[config.mk]
export PLATFORM = sky130hd
export DESIGN_NAME = segio_pinctl
export DESIGN_NICKNAME = d
export VERILOG_FILES = /design/src/rtl/segio_pinctl.sv
export SDC_FILE = /design/constraint.sdc
export NUM_CORES = 1
export LEC_CHECK = 0
export BUFFER_PORTS_ARGS = -buffer_cell sky130_fd_sc_hd__buf_2
export CAP_MARGIN = 15
export CORE_MARGIN = 4
export CORE_UTILIZATION = 48
export DETAILED_ROUTE_END_ITERATION = 8
export PLACE_DENSITY = 0.79
export SLEW_MARGIN = 25
export SYNTH_ARGS = -nofsm -noshare
export SYNTH_HDL_FRONTEND = slang
export SYNTH_SLANG_ARGS = --single-unit
[constraint.sdc]
create_clock -name clk -period 1.7 [get_ports clk]
set_input_delay 0.255 -clock clk [delete_from_list [all_inputs] [get_ports clk]]
set_output_delay 0.255 -clock clk [all_outputs]
set_load 0.005 [all_outputs]
[src/rtl/segio_pinctl.sv]
module segio_pinctl #(
  parameter int NPINS = 32,
  parameter int NLOW  = 16,
  parameter int WW    = 8
) (
  input  logic                clk,
  input  logic                rst_n,
  input  logic                wr_en,
  input  logic [3:0]          wr_addr,
  input  logic [WW-1:0]       wr_data,
  input  logic [NPINS-1:0]    pad_in,
  output logic [NPINS-1:0]    seg_en,
  output logic [NPINS-1:0]    pad_oe,
  output logic [NPINS-1:0]    pad_do,
  output logic [NPINS-1:0]    in_val
);
  localparam int NWORDS = NPINS / WW;
  localparam logic [NPINS-1:0] LOW_MASK = ~({NPINS{1'b1}} << NLOW);
  localparam logic [1:0] K_MAP = 2'd0, K_DIR = 2'd1, K_DAT = 2'd2, K_CTL = 2'd3;

  logic [NPINS-1:0] map_q, dir_q, dat_q;
  logic             pen_q;
  logic [1:0]       kind;
  logic [1:0]       widx;

  assign kind = wr_addr[3:2];
  assign widx = wr_addr[1:0];

  for (genvar w = 0; w < NWORDS; w++) begin : g_word
    logic hit;
    assign hit = wr_en && (widx == 2'(w));
    always_ff @(posedge clk or negedge rst_n) begin
      if (!rst_n) begin
        map_q[w*WW +: WW] <= '0;
        dir_q[w*WW +: WW] <= LOW_MASK[w*WW +: WW];
        dat_q[w*WW +: WW] <= '0;
      end else if (hit) begin
        if (kind == K_MAP) map_q[w*WW +: WW] <= wr_data;
        if (kind == K_DIR) dir_q[w*WW +: WW] <= wr_data;
        if (kind == K_DAT) dat_q[w*WW +: WW] <= wr_data;
      end
    end
  end

  always_ff @(posedge clk or negedge rst_n) begin
    if (!rst_n)                          pen_q <= 1'b0;
    else if (wr_en && kind == K_CTL)     pen_q <= wr_data[0];
  end

  assign seg_en = map_q;
  assign pad_oe = dir_q & ~map_q & (~LOW_MASK | {NPINS{pen_q}});
  assign pad_do = dat_q & pad_oe;
  assign in_val = pad_in & ~map_q;
endmodule


# ---- Word level (Yosys, flattened, before mapping)
# Index checks and enable logic that the tools add are counted.
dict set report word_totals {
  regBits 97
  out_inout_bits 128
  wordCells 43
}
dict set report op_classes {
  n_eq_ne 6
  n_bitwise 5
  n_reduce_logical 19
}
# cell count
set ops {}
lappend ops {{bitwise AND 32 bit} 4}
lappend ops {{NOT 32 bit} 1}
lappend ops {{AND reduction 2 bit} 12}
lappend ops {{equality test 2 bit (second input constant)} 4}
lappend ops {{logical AND 1 bit} 5}
lappend ops {{equality test 2 x 1 -> 1 bit (second input constant)} 2}
lappend ops {{logical NOT 2 bit} 2}

# ---- Longest topological paths before layout
dict set report depth {
  depth_word 4
  ltp_mapped 5
}

# ---- Worst setup path before layout
# OpenSTA, ideal clock, no wires.
dict set report synth_path {
  path_type {reg2out}
  startpoint {reg pen_q}
  endpoint {out pad_do[10]}
  t_arrival_ns 1.148
  required_ns 1.445
  setup_slack_ns 0.297
  path_stages_with_launch 6
  cell_sequence {dfrtp_1 clkbuf_1 clkbuf_1 nand2_1 nor2_1 and2_1}
}
dict set report synth_between {
  elab_chain_cells 2
}
# item line
set synth_lines {}
lappend synth_lines {{start, declared} 22} ;# logic pen_q;
lappend synth_lines {{start signal, assigned} 47} ;# else if (wr_en && kind == K_CTL) pen_q <= wr_data[0];
lappend synth_lines {{bitwise AND 32 bit} 51} ;# assign pad_oe = dir_q & ~map_q & (~LOW_MASK | {NPINS{pen_q}});
lappend synth_lines {{net pad_oe[10]} 13} ;# output logic [NPINS-1:0] pad_oe,
lappend synth_lines {{bitwise AND 32 bit} 52} ;# assign pad_do = dat_q & pad_oe;
lappend synth_lines {{end, declared} 14} ;# output logic [NPINS-1:0] pad_do,
# The timed path passes the listed nets, and every way through them passes these cells.

# ---- Final worst setup path
dict set report layout_path {
  startpoint {reg pen_q}
  endpoint {out pad_do[10]}
}
dict set report layout_between {
  elab_chain_cells 2
}
# item line
set layout_lines {}
lappend layout_lines {{bitwise AND 32 bit} 51}
lappend layout_lines {{bitwise AND 32 bit} 52}
# No other way between the ends.

==> impl_metrics.csv <==
group,metric,value,unit
status,status,"finished clean",
place,routabilityCongestion,0.7712,
setup_path,cp_max_fo,8,
final_layout,drive_gt1_frac,0.6181,
final_layout,areaGrowthSynthToFinish,28.45,%
power_and_ir_drop,finalPower,6244,uW
synth,yosysTopAreaCellShare,0.4646,
synth,syn_area,4363,sq um
die,die_width,103.3,um
final_layout,multiInputGateArea,1849,sq um
drt,ant_nets,0,
final_layout,fill_cells,709,
timing,setup_viol,0,
timing,worst_slew_pin_slew,468.3,ps
cts,clk_pin_slew,90,ps
cts,cts_buffers,9,
synth,synthMuxAreaShare,0.2504,
timing,drv_slew,0,
synth,yosys.area_share.simple,0.1701,
synth,synth.avg_cell_area,12.79,sq um
timing,rsz0062_at_grt,"true",
timing,final.min_clock_period,1688,ps
synth,synth_seq_cells,97,
place,dpl_cell_area,5370,sq um
synth,yosysSeqAreaShare,0.5609,
die,core.rowCount,34,
global_routing,grt_pass1_vias,3253,
setup_path,start_kind,"flop",
final_layout,nNetsFinal,571,
die,die_y,103.3,um
power_and_ir_drop,peakVddDrop,690.1,uV
drt,vias,3242,
place,dp.cells,617,
power_and_ir_drop,p_switching,1783,uW
timing,fmax,592.3,MHz
synth,synth.area.top_cells,"dfrtp_1 (46%), mux2_2 (25%), dfstp_2 (9.6%)",
timing,finalCritPeriodShare,0.9931,
final_layout,register_area,2451,sq um
synth,synth_compound_area_frac,0,
power_and_ir_drop,switching_share,0.2856,
final_layout,mostFrequentLayoutCell,"buf_2",
drt,wl,10570,um
synth,yosysWarnings,0,
timing,worst_clock_skew,0,ps
setup_path,worstPathRequired,1440,ps
synth,synth-xor-area-share,0,
global_routing,grt_usage,0.2003,
power_and_ir_drop,comb_power_share,0.259,
final_layout,antenna-diode-count,0,
synth,synth_top_family_by_area,"multiplexers",
timing,setup_tns,0,ps
synth,postSynthNetCount,388,
global_routing,antenna_found_initial,0,
synth,synth_fa_ha_area_frac,0,
final_layout,final_cell_mix,"buf_2 (173), mux2_2 (97), dfrtp_1 (80), nor2b_1 (48), and2_1 (32)",
power_and_ir_drop,power_frac_seq,0.524,
place,pre_cts_slack,117.2,ps
final_layout,final_area,5604,sq um
synth,synth_largest_area_cell,"dfrtp_1",
timing,final-hold-violation-count,0,
drt,wl_per_cell,16.60,um
drt,drt_iter0_drc,60,
setup_path,reg2reg_setup_slack,650,ps
cts,htreeDepth,3,
die,dieArea,10680,sq um
power_and_ir_drop,pwr_density_cell,1114,nW/um^2
setup_path,end_kind,"output port",
global_routing,grt_pass1_wl,16140,um
die,ios,175,
drt,drc,0,
cts,numClockSinks,97,
die,start_util,0.4979,
timing,layout_setup_ws,11.78,ps
setup_path,worstSetupPathType,"reg2out",
drt,firstDrtPassIters,4,
setup_path,arrival,1430,ps
final_layout,final_cell_count_no_fill,637,
flow_run,drv_cap,0,
power_and_ir_drop,power_frac_clock,0.217,
synth,synth_cell_type_count,16,
global_routing,grt_max_degree,49,
global_routing,grt-ovfl-total,0,
drt,vias_per_cell,5.089,
cts,clock_path_buffers,2,
die,core_area,8763,sq um
synth,syn_inst,341,
place,dp_hpwl,7722,um
place,place.port_buffers,174,
timing,max_slew_margin,0.6874,
hold_path,hold_class,"in2reg",
power_and_ir_drop,p_int,4460,uW
power_and_ir_drop,p_leak,0.002826,uW
cts,cts_tree,"yes",
cts,cts_root_buf,"clkbuf_8",
cts,insertion_delay,340,ps
through the flow:
| stage | hold slack (ps) | util |
|---|---|---|
| 5_1_grt | 314.3 | 0.6395 |
| 3_3_place_gp | 210.1 | 0.6128 |
| 3_5_place_dp | 215.6 | 0.6128 |
| 6_report | 299.6 | 0.6395 |
| 2_1_floorplan | -40.59 | - |
| 4_1_cts | 278.7 | 0.6358 |
cells by family after synthesis:
logic type,after synthesis
flip-flops,97
buffers and inverters,15
multiplexers,97
AND/OR/NAND/NOR,132
flip-flops by register name, summed over array words and instances, names as in the netlist:
signal,flops
dat_q,32
dir_q,32
seg_en,32
pen_q,1
layer usage:
layer | part of all wire | GRT usage
met4 | 0.011 | 0.05279
met2 | 0.53 | 0.3608
met1 | 0.40 | 0.2435
met5 | 0 | 0
met3 | 0.054 | 0.04225
cell usage after synthesis:
master	instances
mux2_2	97
dfrtp_1	81
nor2b_1	48
and2_1	32
nand2_1	17
nor2_1	17
dfstp_2	16
clkbuf_1	10
nor2_2	6
nand2b_1	4
buf_6	3
or3_1	3
buf_2	2
nand3_1	2
nand3b_1	2
nor3b_1	1
timing repair:
action,CTS,global route
buffers inserted,0,3
hold buffers,1,0
setup endpoints to repair,32,16
resized for setup,4,5
pin swaps,0,0
endpoints found under the hold margin,23,0
final cells by class:
class                   count  share of cell area
repair buffers            187              0.1759
flip-flops and latches     97              0.4374
well taps                 108             0.02411
clock inverters             4            0.004912
multi-input cells         229              0.3300
clock buffers              12             0.02768
power by group through the flow:
stage / combinational (uW) / clock (uW) / sequential [uW]
6_report: 1620 / 1360 / 3270
5_1_grt: 1800 / 1490 / 3350
4_1_cts: 1590 / 1400 / 3290
3_5_place_dp: 1580 / 0 / 3330
3_3_place_gp: 1530 / 0 / 3300
2_1_floorplan: 855 / 0 / 3220
final timing paths:
kind,from,to,cells after the start
max,pen_q,pad_do[10],5
min,wr_addr[3],pen_q,3
max reg2reg,pen_q,pen_q,2
min reg2reg,dat_q[2],dat_q[2],1
max in group asynchronous,rst_n,dir_q[13],3
min in group asynchronous,rst_n,dat_q[5],2
critical path, stage by stage, from the launching register on:
cell and delay, ps:
dfrtp_4 490, buf_4 190, nand2_1 80, nor2_2 40, and2_1 160, buf_2 130
No activity file was read; power rests on OpenSTA's default activity.
